`config.mk`:
```
export PLATFORM = sky130hd
export DESIGN_NAME = pcm_dual_port
export DESIGN_NICKNAME = d
export VERILOG_FILES = /design/src/rtl/pcm_pkg.sv /design/src/rtl/pcm_clkgen.sv /design/src/rtl/pcm_lane.sv /design/src/rtl/pcm_dual_port.sv
export SDC_FILE = /design/constraint.sdc
export NUM_CORES = 1
export LEC_CHECK = 0
export ABC_CLOCK_PERIOD_IN_PS = 2850
export BUFFER_PORTS_ARGS = -buffer_cell sky130_fd_sc_hd__buf_2
export CAP_MARGIN = 20
export CELL_PAD_IN_SITES_DETAIL_PLACEMENT = 1
export CELL_PAD_IN_SITES_GLOBAL_PLACEMENT = 1
export CORE_ASPECT_RATIO = 0.8
export CORE_UTILIZATION = 28
export CTS_CLUSTER_DIAMETER = 80
export CTS_CLUSTER_SIZE = 20
export DETAILED_ROUTE_END_ITERATION = 8
export PLACE_DENSITY = 0.56
export SLEW_MARGIN = 20
export SYNTH_ARGS = -nofsm -noshare
export SYNTH_HDL_FRONTEND = slang
export SYNTH_SLANG_ARGS = --single-unit
```
`constraint.sdc`:
```
create_clock -name clk_i -period 2.85 [get_ports clk_i]
set_clock_uncertainty 0.05 [all_clocks]
set_input_delay 0.285 -clock clk_i [delete_from_list [all_inputs] [get_ports clk_i]]
set_output_delay 0.285 -clock clk_i [all_outputs]
set_load 0.01 [all_outputs]
```
`src/rtl/pcm_pkg.sv`:
```
package pcm_pkg;
  localparam int unsigned SAMPLE_W = 8;
  typedef logic [SAMPLE_W-1:0] sample_t;
endpackage

```
`src/rtl/pcm_clkgen.sv`:
```
module pcm_clkgen #(
  parameter int unsigned CLK_DIV   = 12,
  parameter int unsigned SLOTS     = 256,
  parameter int unsigned DATA_BITS = 8,
  localparam int unsigned DIV_W    = $clog2(CLK_DIV),
  localparam int unsigned SLOT_W   = $clog2(SLOTS)
) (
  input  logic              clk_i,
  input  logic              rst_ni,
  output logic              bclk_o,
  output logic              fsync_o,
  output logic [SLOT_W-1:0] slot_o,
  output logic              data_slot_o,
  output logic              smp_stb_o,
  output logic              latch_o,
  output logic              frame_o
);
  localparam int unsigned HALF = CLK_DIV / 2;
  localparam logic [DIV_W-1:0]  DIV_LAST  = DIV_W'(CLK_DIV - 1);
  localparam logic [DIV_W-1:0]  DIV_SMP   = DIV_W'(HALF - 1);
  localparam logic [DIV_W-1:0]  DIV_HALF  = DIV_W'(HALF);
  localparam logic [SLOT_W-1:0] SLOT_LAST = SLOT_W'(SLOTS - 1);
  localparam logic [SLOT_W-1:0] SLOT_END  = SLOT_W'(DATA_BITS);

  logic [DIV_W-1:0]  div_q;
  logic [SLOT_W-1:0] slot_q;
  logic              frame_q;
  logic              div_wrap;

  assign div_wrap = (div_q == DIV_LAST);

  always_ff @(posedge clk_i or negedge rst_ni) begin
    if (!rst_ni) begin
      div_q  <= '0;
      slot_q <= '0;
    end else if (div_wrap) begin
      div_q  <= '0;
      slot_q <= (slot_q == SLOT_LAST) ? '0 : slot_q + 1'b1;
    end else begin
      div_q <= div_q + 1'b1;
    end
  end

  assign data_slot_o = (slot_q != '0) && (slot_q <= SLOT_END);
  // capture edge coincides with the falling bit-clock edge
  assign smp_stb_o   = data_slot_o && (div_q == DIV_SMP);
  assign latch_o     = div_wrap && (slot_q == SLOT_END);

  always_ff @(posedge clk_i or negedge rst_ni) begin
    if (!rst_ni) frame_q <= 1'b0;
    else         frame_q <= latch_o;
  end

  assign bclk_o  = (div_q < DIV_HALF);
  assign fsync_o = (slot_q == '0);
  assign slot_o  = slot_q;
  assign frame_o = frame_q;

  assert_frame_pulse_R6: assert property (@(posedge clk_i) disable iff (!rst_ni)
    frame_q |=> !frame_q);
  assert_sync_on_rise_R3: assert property (@(posedge clk_i) disable iff (!rst_ni)
    $rose(fsync_o) |-> $rose(bclk_o));
  assert_bclk_width_R2: assert property (@(posedge clk_i) disable iff (!rst_ni)
    $rose(bclk_o) |=> $stable(bclk_o));
endmodule

```
`src/rtl/pcm_lane.sv`:
```
module pcm_lane
  import pcm_pkg::*;
#(
  parameter int unsigned SLOT_W = 8
) (
  input  logic              clk_i,
  input  logic              rst_ni,
  input  logic              en_i,
  input  logic              dr_i,
  input  sample_t           tx_i,
  input  logic [SLOT_W-1:0] slot_i,
  input  logic              data_slot_i,
  input  logic              smp_stb_i,
  input  logic              latch_i,
  output logic              dx_o,
  output sample_t           rx_o,
  output logic              inactive_o
);
  sample_t tx_hold_q, rx_sh_q, rx_q, tx_sel;
  logic    inact_q;

  always_ff @(posedge clk_i or negedge rst_ni) begin
    if (!rst_ni) inact_q <= 1'b1;
    else         inact_q <= ~en_i;
  end

  always_ff @(posedge clk_i or negedge rst_ni) begin
    if (!rst_ni)      tx_hold_q <= '1;
    else if (latch_i) tx_hold_q <= tx_i;
  end

  always_ff @(posedge clk_i or negedge rst_ni) begin
    if (!rst_ni)        rx_sh_q <= '0;
    else if (smp_stb_i) rx_sh_q <= {rx_sh_q[SAMPLE_W-2:0], dr_i};
  end

  always_ff @(posedge clk_i or negedge rst_ni) begin
    if (!rst_ni)                  rx_q <= '0;
    else if (latch_i && !inact_q) rx_q <= rx_sh_q;
  end

  // period p carries bit 8-p
  assign tx_sel     = tx_hold_q << (slot_i - 1'b1);
  assign dx_o       = (inact_q || !data_slot_i) ? 1'b1 : tx_sel[SAMPLE_W-1];
  assign rx_o       = rx_q;
  assign inactive_o = inact_q;

  assert_rx_frozen_R9: assert property (@(posedge clk_i) disable iff (!rst_ni)
    inact_q |=> $stable(rx_q));
  assert_flag_follows_R8: assert property (@(posedge clk_i) disable iff (!rst_ni)
    !en_i |=> inactive_o);
endmodule

```
`src/rtl/pcm_dual_port.sv`:
```
module pcm_dual_port
  import pcm_pkg::*;
#(
  parameter int unsigned N_CODEC = 2,
  parameter int unsigned CLK_DIV = 12,
  parameter int unsigned SLOTS   = 256
) (
  input  logic                              clk_i,
  input  logic                              rst_ni,
  input  logic [N_CODEC-1:0][SAMPLE_W-1:0]  tx_data_i,
  input  logic [N_CODEC-1:0]                en_i,
  input  logic [N_CODEC-1:0]                dr_i,
  output logic                              bclk_o,
  output logic                              fsync_o,
  output logic [N_CODEC-1:0]                dx_o,
  output logic [N_CODEC-1:0][SAMPLE_W-1:0]  rx_data_o,
  output logic                              frame_o,
  output logic [N_CODEC-1:0]                inactive_o
);
  localparam int unsigned SLOT_W = $clog2(SLOTS);

  logic [SLOT_W-1:0] slot;
  logic              data_slot, smp_stb, latch;

  pcm_clkgen #(
    .CLK_DIV  (CLK_DIV),
    .SLOTS    (SLOTS),
    .DATA_BITS(SAMPLE_W)
  ) u_clkgen (
    .clk_i      (clk_i),
    .rst_ni     (rst_ni),
    .bclk_o     (bclk_o),
    .fsync_o    (fsync_o),
    .slot_o     (slot),
    .data_slot_o(data_slot),
    .smp_stb_o  (smp_stb),
    .latch_o    (latch),
    .frame_o    (frame_o)
  );

  for (genvar c = 0; c < N_CODEC; c++) begin : g_lane
    pcm_lane #(.SLOT_W(SLOT_W)) u_lane (
      .clk_i      (clk_i),
      .rst_ni     (rst_ni),
      .en_i       (en_i[c]),
      .dr_i       (dr_i[c]),
      .tx_i       (tx_data_i[c]),
      .slot_i     (slot),
      .data_slot_i(data_slot),
      .smp_stb_i  (smp_stb),
      .latch_i    (latch),
      .dx_o       (dx_o[c]),
      .rx_o       (rx_data_o[c]),
      .inactive_o (inactive_o[c])
    );
  end

  assert_sync_idle_R4: assert property (@(posedge clk_i) disable iff (!rst_ni)
    fsync_o |-> &dx_o);
  assert_strobe_off_sync_R6: assert property (@(posedge clk_i) disable iff (!rst_ni)
    frame_o |-> !fsync_o);
endmodule

```
==> summary by stage, run 1 <==
STA
The number of hold-slack violations in the final timing report came to 0. The slew at the pin with the worst max-slew slack is 0.8183 ns. The post-route setup TNS is 0 ns. In this run the tightest slew margin relative to its limit is 0.4545. Setup repair after global routing left no endpoint under its margin.

In the finished design, the share of the clock period the worst path needs comes to 0.9283. On the final layout, the worst hold slack is 0.01892 ns. The final-report setup violation count is 0. The time the worst path needs with I/O delays and setup is 2.646 ns. The max-slew violation total from the final report is 0. Static timing analysis puts the maximum clock frequency at 378.0 MHz.

Global route
Global routing finished with a remaining overflow of 0. In the global route stage, overall resource usage came out at 0.1227. Entering global routing, the biggest net connects 64 pins. The initial antenna violation count came to 0.

The global-route wire length before repair is 9.811 mm. The via count of the first global-routing pass is 1798.

Die
The total core area is 9849 um2. In this run the count of I/O pins placed on the die edge is 45. For this configuration, the core starts out at a cell density of 0.2955. The die area is 10810 um2. After floorplanning, the core was divided into 32 placement rows. In this run the horizontal extent of the chip is 116.0 um. Measured along the y axis, the die boundary spans 93.19 um.

Placement
The post-detailed-placement half-perimeter wirelength is 3.812 mm. Input and output buffers added on the ports amount to 44. Routability-driven placement finished with a final weighted congestion of 0.6784.

Flow run
The number of maximum-capacitance constraint violations is 0.

Worst setup path
The endpoint arrival time on the critical path is 2.31 ns. In this run the worst setup path begins at u_clkgen.slot_o[1]. The worst setup path is launched from a flop. Data on the critical path is required at its endpoint by 2.52 ns. The stage delay of the slowest cell on the critical path is 0.46 ns. The setup slack on the worst flop-to-flop path is 0.60 ns. The dominant delay contributor by cell family on the critical path is multiplexers. The critical path capture point type is an output port.

Traced cell by cell, the critical path runs through inv_1, ha_1, mux4_2, mux2_2, a211o_1, buf_2. The slowest stage of the critical path belongs to the cell sky130_fd_sc_hd__dfrtp_1. The cell depth of the worst flop-to-flop path is 6. In this run the worst path has a maximum fanout of 7.

The capturing element of the worst setup path is dx_o[0]. The worst register-to-register path begins at u_clkgen.slot_o[1]. The critical path class is reg -> out. The number of buffers and inverters on the critical path is 2.

The end of the worst register-to-register path is g_lane[0].u_lane.rx_sh_q[4]. In this run the number of cells on the critical path is 6.

Worst hold path
Along the worst hold path, the cell count comes to 2. The worst hold path class is in -> reg.

Synthesis
The share of synthesized area in the top cell type comes to 0.3869. Of the synthesized area, sequential elements account for 0.5494. The synthesized design contains 0 enable-type register cells. The number of different library cells used by synthesis comes to 37.

Synthesis produced 202 cells. The net count of the mapped netlist is 228. Summing every instance area after synthesis gives 2910 um2. Counting flops and latches in the post-synthesis netlist gives 63. The fraction of registers with async set or reset after synthesis is 1.000. The most common flop cell mapped by yosys is sky130_fd_sc_hd__dfrtp_1. In the post-synthesis netlist, the biggest area contributors are sky130_fd_sc_hd__dfrtp_1 (39%), sky130_fd_sc_hd__dfstp_2 (16%), sky130_fd_sc_hd__mux2_2 (14%). The largest area contributor in the netlist is sky130_fd_sc_hd__dfrtp_1. Each instance of the synthesized netlist takes up on average 14.41 um2.

Yosys printed 0 warnings.

Routing
The detailed router finished its first iteration with 91 violations. The via density per instance is 4.358. The number of nets still failing antenna checks after routing is 0. For this run, design rule violations remaining after detail routing come to 0. For this run, the detailed router's first-pass iteration total came to 3.

The total number of vias is 1691. The final wirelength is 5.726 mm. The average wire per cell in the routed design is 14.76 um.

Finish
The count of inserted antenna diode cells is 0. For this run, the post-layout net count is 273. The leading cell type in the layout, fill and taps excluded is sky130_fd_sc_hd__dfrtp_1.

The share of cells above drive strength 1 is 0.5595. Fill cells in the final layout number 1079. In the layout the commonest cells are sky130_fd_sc_hd__dfrtp_1 (45), sky130_fd_sc_hd__buf_2 (44), sky130_fd_sc_hd__mux2_2 (35), sky130_fd_sc_hd__dfstp_2 (18), sky130_fd_sc_hd__mux2_4 (16).

The area growth from synthesis to layout is 20.59%.

Power and ir drop
Dividing total power by cell area gives a power density of 572.6 nW/um2. The worst-case IR drop observed on VDD is 0.5072 mV. The leakage component of the power is 1.636 nW.

Clock tree
The buffer count from post-CTS setup fixing is 0. Clock tree synthesis inserted a total of 9 buffers. The CTS tree is yes. The clock-pin slew on the worst setup and hold paths is 0.05 ns. The buffer type at the clock tree root is sky130_fd_sc_hd__clkbuf_16. The count of hold-fix buffers inserted at cts is 0. Counting along the longest clock path gives a buffer depth of 2. Post-CTS repair changed the size of 0 cells. The clock sink count is 63. The clock insertion delay at the later pin of the skew report is 0.32 ns. The H-tree level count is 3.

Outcome
The flow ran to the end, and the final reports show no timing, DRC or antenna violations.
logic make-up (layout without fill, tap and decap cells):
| logic type | count (synthesis) | in the layout | synth area share |
|---|---|---|---|
| fa+ha+maj | 4 | 4 | 0.01720 |
| compound gates | 13 | 13 | 0.03053 |
| flops | 63 | 63 | 0.5494 |
| xor+xnor | 7 | 7 | 0.02107 |
| mux | 57 | 57 | 0.2558 |
| buf+inv | 20 | 70 | 0.04815 |
| simple gates | 38 | 38 | 0.07782 |
worst min-delay path by stage:
stage / slack [ns] / startpoint / endpoint
after CTS: 0.004 / en_i[0] / g_lane[0].u_lane.inactive_o
after floorplan: -0.06 / rst_ni / g_lane[0].u_lane.rx_o[0]
after detailed placement: 0.35 / en_i[0] / g_lane[0].u_lane.inactive_o
after global placement: 0.34 / en_i[0] / g_lane[0].u_lane.inactive_o
after global routing: 0.007 / en_i[0] / g_lane[0].u_lane.inactive_o
final: 0.02 / en_i[0] / g_lane[0].u_lane.inactive_o
flip-flops by register name, indices dropped and copies added (netlist names):
signal,count
g_lane.u_lane.rx_o,16
g_lane.u_lane.tx_hold_q,16
u_clkgen.frame_o,1
g_lane.u_lane.inactive_o,2
u_clkgen.div_q,4
u_clkgen.slot_o,8
g_lane.u_lane.rx_sh_q,16
synth_stat cells, drive strengths merged, types with 3 or more instances:
cell type,instances
dfstp,18
buf,13
dfrtp,45
nand2,10
nor2,7
and4,3
ha,4
mux2,51
inv,6
xnor2,5
mux4,4
nand3,6
o21ai,4
per-stage QoR:
step / total power [mW] / cell area, um2 / std cells / util / setup slack [ns]
floorplan: 0.9364 / 2910 / 202 / - / 0.5709
global placement: 0.9719 / 3213 / 372 / 0.3262 / 0.6292
detailed placement: 0.9731 / 3213 / 372 / 0.3262 / 0.5710
CTS: 2.056 / 3510 / 388 / 0.3563 / 0.1868
global route: 2.106 / 3510 / 388 / 0.3563 / 0.04416
finish: 2.009 / 3510 / 388 / 0.3563 / 0.2043
report_power, final:
part | internal (mW) | switching (mW) | leakage (nW)
logic | 0.0187 | 0.0263 | 0.704
clock network | 0.682 | 0.372 | 0.145
registers | 0.905 | 0.00561 | 0.787
layer usage:
metal | wire [um] | track usage
met3 | 240 | 0.04537
met4 | 82 | 0.04487
met2 | 2596 | 0.1746
met5 | 0 | 0
met1 | 2807 | 0.1685
area by class of cell:
cell class | count | area, um2 | share of cell area
Timing Repair Buffer | 48 | 250.2 | 0.07130
Clock buffer | 14 | 284.0 | 0.08093
Tap cell | 136 | 170.2 | 0.04848
Inverter | 6 | 22.52 | 0.006417
Multi-Input combinational cell | 119 | 1171 | 0.3337
Sequential cell | 63 | 1599 | 0.4556
Clock inverter | 2 | 12.51 | 0.003565
(Power assumes the default switching activity.)
==> run 2: changes to the inputs <==
--- a/config.mk
+++ b/config.mk
@@ -5,6 +5,7 @@
 export SDC_FILE = /design/constraint.sdc
 export NUM_CORES = 1
 export LEC_CHECK = 0
+export ABC_AREA = 1
 export ABC_CLOCK_PERIOD_IN_PS = 2850
 export BUFFER_PORTS_ARGS = -buffer_cell sky130_fd_sc_hd__buf_2
 export CAP_MARGIN = 20
@@ -15,7 +16,7 @@
 export CTS_CLUSTER_DIAMETER = 80
 export CTS_CLUSTER_SIZE = 20
 export DETAILED_ROUTE_END_ITERATION = 8
-export PLACE_DENSITY = 0.56
+export PLACE_DENSITY = 0.6
 export SLEW_MARGIN = 20
 export SYNTH_ARGS = -nofsm -noshare
 export SYNTH_HDL_FRONTEND = slang
==> run 2 against run 1 <==
  * Non-clock buffer count rose by 1
  * Wire length increased by 23%
  * Clock power up 13%
  * Utilization barely moved
  * Worst hold slack got worse by 0.0048 ns
  * First-iteration DRC count fell by 44%
  * Critical path depth grew 4
  * Total power rose by 7.1%
  * Largest power group unchanged
  * Highest routed layer unchanged
==> summary by stage, run 2 <==
Finish
The number of antenna diodes in the final layout is 0. The area growth from synthesis to layout is 21.97%. Of the cells placed in the final design, the portion with a size suffix greater than 1 is 0.2654.

In the layout the commonest cells are sky130_fd_sc_hd__nand2_1 (109), sky130_fd_sc_hd__inv_1 (45), sky130_fd_sc_hd__dfrtp_1 (44), sky130_fd_sc_hd__buf_2 (44), sky130_fd_sc_hd__nor2_1 (36). The net count of the finished layout is 428. Leaving out fill and tap cells, the most frequent cell in the layout is sky130_fd_sc_hd__nand2_1. Measured on the finished design, the core utilization comes to 0.3559.

Synthesis
Sorting the synthesized cells by how often they occur yields sky130_fd_sc_hd__nand2_1 (109), sky130_fd_sc_hd__dfrtp_1 (45), sky130_fd_sc_hd__inv_1 (45), sky130_fd_sc_hd__nor2_1 (36), sky130_fd_sc_hd__o21ai_0 (30). Among all flip-flop cells after synthesis, the most frequent one is sky130_fd_sc_hd__dfrtp_1. The cell area after synthesis is 3024 um2. The portion of synthesized cell area occupied by the leading cell type is 0.3724. Synthesis produced a netlist with a net count of 381. The largest area contributor in the netlist is sky130_fd_sc_hd__dfrtp_1.

The share of the Yosys chip area taken by registers is 0.5288. In this run, synthesis produced a sequential element count of 63. After synthesis, the cell types taking the most area are sky130_fd_sc_hd__dfrtp_1 (37%), sky130_fd_sc_hd__dfstp_2 (16%), sky130_fd_sc_hd__nand2_1 (14%). Counting flops with an async set or reset pin after synthesis yields a share of 1.000. During synthesis, Yosys emitted a total of 0 warnings.

Averaged over all synthesized cells, the footprint is 8.519 um2. The post-synthesis cell count is 355. The synthesized netlist contains 23 unique library cells. The number of enable flip-flop cells after synthesis is 0.

The cell with the most instances after synthesis is sky130_fd_sc_hd__nand2_1.

Flow run
The number of maximum-capacitance constraint violations is 0.

Global route
The first global-routing pass estimated 12.23 mm of wire. The total track usage is 0.1392. The initial antenna violation count is 0. Entering global routing, the biggest net connects 33 pins. The via count of the first global-routing pass was 2424. The total overflow reported by the global router is 0.

Routing
Using the TritonRoute via totals, the vias-per-cell ratio works out to 4.344. The post-route DRC violation count is 0. The final wirelength is 7.030 mm.

The number of nets still failing antenna checks after routing is 0. Dividing the detail-routed wire length by the instance count gives 12.85 um. The first TritonRoute pass finished after 4 iterations. The DRC violation total after the first TritonRoute iteration is 51. The total number of vias is 2376.

STA
Subtracting the final worst setup slack from the clock period gives 2.569 ns. The max-slew violation total from the final report came to 0. The slew at the pin with the worst max-slew slack is 0.7023 ns. After layout, the worst setup slack is 0.2805 ns. Setup repair after global routing left no endpoint under its margin. The post-route setup TNS is 0 ns. The achievable clock frequency is 389.2 MHz. The relative slew slack is 0.5307. The portion of the clock cycle consumed by the worst path in the final layout is 0.9016. The final-report setup violation count is 0. The number of hold-slack violations in the final timing report is 0.

Die
The initial core utilization is 0.2918. The count of pins on the block boundary is 45. The floorplan has 33 rows.

The overall die height is 94.96 um. The die area is 11220 um2. The x dimension of the die is 118.2 um. The total core area is 10360 um2.

Clock tree
Counting the buffers created by CTS gives 9. The H-tree level count is 3. Clock-pin slew was measured on the worst setup and hold paths at 0.05 ns. The CTS tree is yes. The buffer count from post-CTS setup fixing is 0. The clock insertion delay at the later pin of the skew report is 0.32 ns. The clock passes through at most 2 buffers.

The clock sink count is 63. The buffer type at the clock tree root is sky130_fd_sc_hd__clkbuf_16.

Power and ir drop
The power dissipated by switching net loads is 438.6 uW. The switching share of total power is 0.2038. In this run the static leakage power is 1.849 nW. Internal power comes to 1.713 mW.

VDD sags by at most 0.2352 mV. The total power density per cell area is 583.4 nW/um2. Of the total power, the clock network draws 0.554. The part of the power in combinational logic is 0.024. The share of total power dissipated in sequential elements is 0.422.

Outcome
The flow ran to the end, and the final reports show no timing, DRC or antenna violations.

Worst setup path
Walking the worst path, the cells encountered are clkinv_1, ha_1, inv_1, o21ai_0, nor2_1, nor2_1, nor2_1, nand2_1, nand2_1, buf_2. At the worst endpoint, the required time is 2.52 ns. The critical path capture point type is an output port. At the worst endpoint, the arrival time is 2.23 ns. The startpoint class of the critical path is a flop. The critical path class is reg -> out. The slowest cell on the critical path is sky130_fd_sc_hd__dfrtp_2. Together, buffers and inverters on the worst path number 3.

Of all nets on the critical path, the largest fanout is 16. For this run, the slowest stage of the critical path takes 0.52 ns. The most frequent cell on the critical path is sky130_fd_sc_hd__nor2_1. On the critical path the largest part of the delay comes from flip-flops.

Placement
The congestion estimate from routability-driven global placement came to 0.7537. In this run the tool buffered the top-level ports with 44 buffer cells. The post-detailed-placement half-perimeter wirelength is 5.005 mm. At the placement stage, the worst setup path has a slack of 0.3203 ns.

Worst hold path
The worst hold path class is in -> reg.
run 2: changes by cell type after synthesis, moves of 5 or more:
| cell | change |
|---|---|
| sky130_fd_sc_hd__nor2_1 | +29 |
| sky130_fd_sc_hd__inv_1 | +39 |
| sky130_fd_sc_hd__o21ai_2 | +14 |
| sky130_fd_sc_hd__nand3_1 | +11 |
| sky130_fd_sc_hd__mux2_4 | -16 |
| sky130_fd_sc_hd__xnor2_1 | -5 |
| sky130_fd_sc_hd__o21ai_0 | +26 |
| sky130_fd_sc_hd__mux2_2 | -35 |
| sky130_fd_sc_hd__nand2_1 | +99 |
run 2: final timing paths:
check / slack (ns) / startpoint / cells past startpoint / end
hold reg to reg: 0.42 / g_lane[0].u_lane.tx_hold_q[1] / 2 / g_lane[0].u_lane.tx_hold_q[1]
setup / recovery: 0.28 / u_clkgen.slot_o[0] / 10 / dx_o[1]
hold / removal: 0.01 / en_i[1] / 2 / g_lane[1].u_lane.inactive_o
max in group asynchronous: 1.77 / rst_ni / 3 / g_lane[1].u_lane.inactive_o
setup reg to reg: 0.42 / u_clkgen.slot_o[0] / 8 / g_lane[0].u_lane.rx_sh_q[6]
min in group asynchronous: 0.35 / rst_ni / 2 / u_clkgen.frame_o
run 2: worst reg2reg max path, delay by kind of cell, from the launching register on:
family / cells / cell delay (ns)
AND/OR/NAND/NOR: 4 / 1.01
adder cells (fa/ha/maj): 1 / 0.17
buffers and inverters: 2 / 0.16
AO/OA/AOI/OAI: 1 / 0.42
flip-flops: 1 / 0.51
run 2: cell type report:
type	instances	area [um2]
fill	1236	6675
sequential	63	1600
multi-input combinational	233	1144
timing repair buffer	49	272.8
clock buffer	11	242.7
tap	140	175.2
inverter	46	172.7
clock inverter	5	81.33
run 2: per-stage QoR:
| step | hold WS, ns | cells | area (um2) | power, mW |
|---|---|---|---|---|
| after CTS | 0.006041 | 547 | 3687 | 2.186 |
| final | 0.01413 | 547 | 3689 | 2.152 |
| after detailed placement | 0.1679 | 530 | 3353 | 0.9765 |
| after global placement | 0.1591 | 530 | 3353 | 0.9749 |
| after global routing | 0.007191 | 547 | 3689 | 2.224 |
| after floorplan | -0.06059 | 355 | 3024 | 0.9353 |
run 2: cells by family after synthesis:
kind of cell,share of synthesized area
compound gates,0.1001
xor+xnor,0.01448
fa+ha+maj,0.01655
buf+inv,0.09309
flops,0.5288
simple gates,0.2470
run 2: power groups by stage:
stage / clock (mW) / combinational, mW / sequential [mW]
2_1_floorplan: 0 / 0.0129 / 0.922
3_3_place_gp: 0 / 0.0516 / 0.923
3_5_place_dp: 0 / 0.0533 / 0.923
4_1_cts: 1.22 / 0.0544 / 0.908
5_1_grt: 1.25 / 0.0610 / 0.909
6_report: 1.19 / 0.0518 / 0.909
run 2: layer usage:
metal	up-vias	routed length (um)	track usage
met1	1144	3639	0.1914
met2	31	3094	0.2103
met4	0	110	0.05662
li1	1191	-	-
met3	10	186	0.03321
met5	-	0	0
run 2: repair_timing:
item                                   in CTS  in global routing
endpoints found under the hold margin       1                  0
gates resized for setup                     0                  1
setup endpoints to repair                   0                  3
hold buffers                                1                  0
==> run 3: changes to the inputs <==
--- a/config.mk
+++ b/config.mk
@@ -6,7 +6,7 @@
 export NUM_CORES = 1
 export LEC_CHECK = 0
 export ABC_AREA = 1
-export ABC_CLOCK_PERIOD_IN_PS = 2850
+export ABC_CLOCK_PERIOD_IN_PS = 2100
 export BUFFER_PORTS_ARGS = -buffer_cell sky130_fd_sc_hd__buf_2
 export CAP_MARGIN = 20
 export CELL_PAD_IN_SITES_DETAIL_PLACEMENT = 1
@@ -16,7 +16,7 @@
 export CTS_CLUSTER_DIAMETER = 80
 export CTS_CLUSTER_SIZE = 20
 export DETAILED_ROUTE_END_ITERATION = 8
-export PLACE_DENSITY = 0.6
+export PLACE_DENSITY_LB_ADDON = 0.12
 export SLEW_MARGIN = 20
 export SYNTH_ARGS = -nofsm -noshare
 export SYNTH_HDL_FRONTEND = slang
==> constraint.sdc (replaced) <==
create_clock -name clk_i -period 2.1 [get_ports clk_i]
set_clock_uncertainty 0.05 [all_clocks]
set_input_delay 0.21 -clock clk_i [delete_from_list [all_inputs] [get_ports clk_i]]
set_output_delay 0.21 -clock clk_i [all_outputs]
set_load 0.01 [all_outputs]
==> run 3 against run 2 <==
  * Total power is 34% higher
  * Combinational power is 35% higher
  * Utilization is 1.6 points higher
  * Sequential power is 35% higher
  * Cell count is 1.8% higher
  * Sequential cell count stayed put
  * Largest cell class unchanged
  * First-iteration DRC count is 76% higher
  * Sequential share of layout area is 1.9 points lower
  * The flow now finishes with violations (setup timing)
  * Setup slack worse by 0.34 ns
  * Register-to-register slack worse by 0.22 ns
  * Clock-buffer cell count stayed put
  * Critical path type unchanged
==> summary by stage, run 3 (same netlist as run 2, synthesis figures left out) <==
Outcome
The run finished, with violations left. The final reports fail on setup timing.

Placement
Routability-driven placement finished with a final weighted congestion of 0.7805. The number of cells in the design after placement is 533. After detailed placement, the total cell area comes to 3376 um2. The placement-stage worst setup slack is 0.1465 ns. The post-detailed-placement half-perimeter wirelength is 4.918 mm. In this run the tool buffered the top-level ports with 44 buffer cells.

Worst hold path
The worst hold path class is in -> reg.

Flow run
The number of maximum-capacitance constraint violations is 0.

Power and ir drop
The design draws 2.887 mW. The worst IR drop on VDD is 0.3460 mV. The leakage component of the power is 1.941 nW.

For this design the ratio of total power to cell area is 748.3 nW/um2.

STA
Adding up every negative setup slack in the final design gives -0.1173 ns. The smallest clock period supported by the final layout is computed as 2.164 ns. The relative slew slack is 0.7627. The number of hold-slack violations in the final timing report is 0. In the finished design, the share of the clock period the worst path needs comes to 1.031. Derived from the worst setup path, the maximum achievable clock frequency is 462.1 MHz. The final-report setup violation count is 2. The worst hold margin is 0.02680 ns.

The max-slew violation total from the final report was 0. The slack of the critical path is -0.06426 ns. Setup repair after global routing could not meet its margin everywhere. The slew at the pin with the worst max-slew slack is 0.3547 ns.

Global route
met2 is the most crowded layer. For met2 alone, demand over resource in global routing was 0.2162. The initial antenna violation count was 0. The first global-routing pass estimated 12.12 mm of wire. Across every metal layer, demand over resource in global routing totals 0.1437. For this run, global-route usage on met1 was measured as 0.1889. The maximum number of pins on one net before global-route repair is 64.

The via count of the first global-routing pass is 2416. The total overflow reported by the global router is 0. For this run, global-route usage on met3 was measured as 0.04952.

Worst setup path
The slowest cell on the critical path is sky130_fd_sc_hd__dfrtp_1. The critical path capture point type is an output port. The worst setup path is of the reg -> out kind. Traced cell by cell, the critical path runs through clkinv_2, ha_4, inv_4, nor2_4, buf_6, buf_4, nand2_2, nand2_2, inv_2, nand2_1, nor2_2, nand2_1, nand2_1, buf_2. At the worst endpoint, the required time is 1.84 ns. STA classifies the critical path startpoint as a flop. The most frequent cell on the critical path is sky130_fd_sc_hd__nand2_1. The stage delay of the slowest cell on the critical path is 0.36 ns.

The endpoint arrival time on the critical path is 1.90 ns. In this run the worst path has a maximum fanout of 4.

Routing
Wires add up to 7.116 mm. After detailed routing, the average wire length per cell comes to 12.78 um. The first-pass iteration count of the detailed router is 4. The total number of vias is 2375.

After detailed routing, the number of vias per cell comes to 4.264. The count of nets left with antenna violations once routing finished came out at 0. In this run, the number of DRC markers left after iteration 0 of detailed routing was 90.

The post-route DRC violation count is 0.

Die
Pin placement for this block handled 45 I/O pins. The die is 94.96 um tall. The initial utilization of the core area, before any placement, comes to 0.2918. The die area is 11220 um2.

The x dimension of the die is 118.2 um. The cell row count is 33. The floorplan step defined a core boundary enclosing 10360 um2.

Finish
The non-filler instance count after layout is 557. The area growth from synthesis to layout is 27.55%. Summing all non-filler instances in the final layout gives an area of 3857 um2. Leaving out fill and tap cells, the most frequent cells in the layout are sky130_fd_sc_hd__nand2_1 (105), sky130_fd_sc_hd__dfrtp_1 (44), sky130_fd_sc_hd__buf_2 (43), sky130_fd_sc_hd__inv_1 (40). The count of inserted antenna diode cells is 0. After the last flow step, the layout net total stands at 439. At the end of the flow the core is filled with cells to 0.3722. After filler insertion, the fill cell instance count of the layout stands at 1245.

The leading cell type in the layout, fill and taps excluded is sky130_fd_sc_hd__nand2_1. The share of cells above drive strength 1 is 0.3261.

Clock tree
The clock insertion delay at the later pin of the skew report is 0.33 ns. Counting along the longest clock path gives a buffer depth of 2. CTS built an H-tree with a depth of 3. In this run, CTS created clock tree buffers numbering 9. Clock-pin slew was measured on the worst setup and hold paths at 0.06 ns. TritonCTS built the clock tree. Counting every sink on the clock net gives 63.

The root buffer cell chosen for the clock tree is sky130_fd_sc_hd__clkbuf_16.
## run 3: path summary, 6_finish.rpt
kind | startpoint | endpoint | cells after the start | slack, ns
setup / recovery | u_clkgen.slot_o[0] | dx_o[1] | 14 | -0.06
hold / removal | tx_data_i[9] | g_lane[1].u_lane.tx_hold_q[1] | 3 | 0.03
setup reg to reg | u_clkgen.slot_o[1] | g_lane[1].u_lane.rx_o[3] | 10 | 0.20
hold reg to reg | g_lane[1].u_lane.tx_hold_q[2] | g_lane[1].u_lane.tx_hold_q[2] | 2 | 0.41
max in group asynchronous | rst_ni | g_lane[1].u_lane.inactive_o | 3 | 1.29
min in group asynchronous | rst_ni | u_clkgen.frame_o | 3 | 0.38
## run 3: area by class of cell
cell class	count	area (um2)	share of cell area
Clock buffer	11	242.7	0.06293
Clock inverter	4	70.07	0.01816
Inverter	46	176.4	0.04573
Multi-Input combinational cell	233	1219	0.3159
Sequential cell	63	1600	0.4149
Tap cell	140	175.2	0.04541
Timing Repair Buffer	60	374.1	0.09698
## run 3: power breakdown
group / switching, mW / total [mW] / internal, mW
Clock: 0.523 / 1.58 / 1.06
Sequential: 0.00554 / 1.23 / 1.23
Combinational: 0.0424 / 0.0698 / 0.0274
## run 3: what timing repair did
item                                    4_1_cts  5_1_grt
endpoints found under the setup margin        2        2
pin swaps                                     7        8
setup buffers                                 2        4
gates resized for setup                      22        8
hold endpoints to repair                     47        0
hold buffers                                  3        0
## run 3: routing by layer
metal	wire (um)	part of all wire
met1	3655	0.51
met2	3082	0.43
met3	274	0.039
met4	103	0.014
met5	0	0
## run 3: critical path: cells and delay by family (launching register included)
family,cells,cell delay [ns]
and+or+nand+nor,7,0.47
DFF,1,0.36
buffers and inverters,6,0.57
adders and majority gates,1,0.17
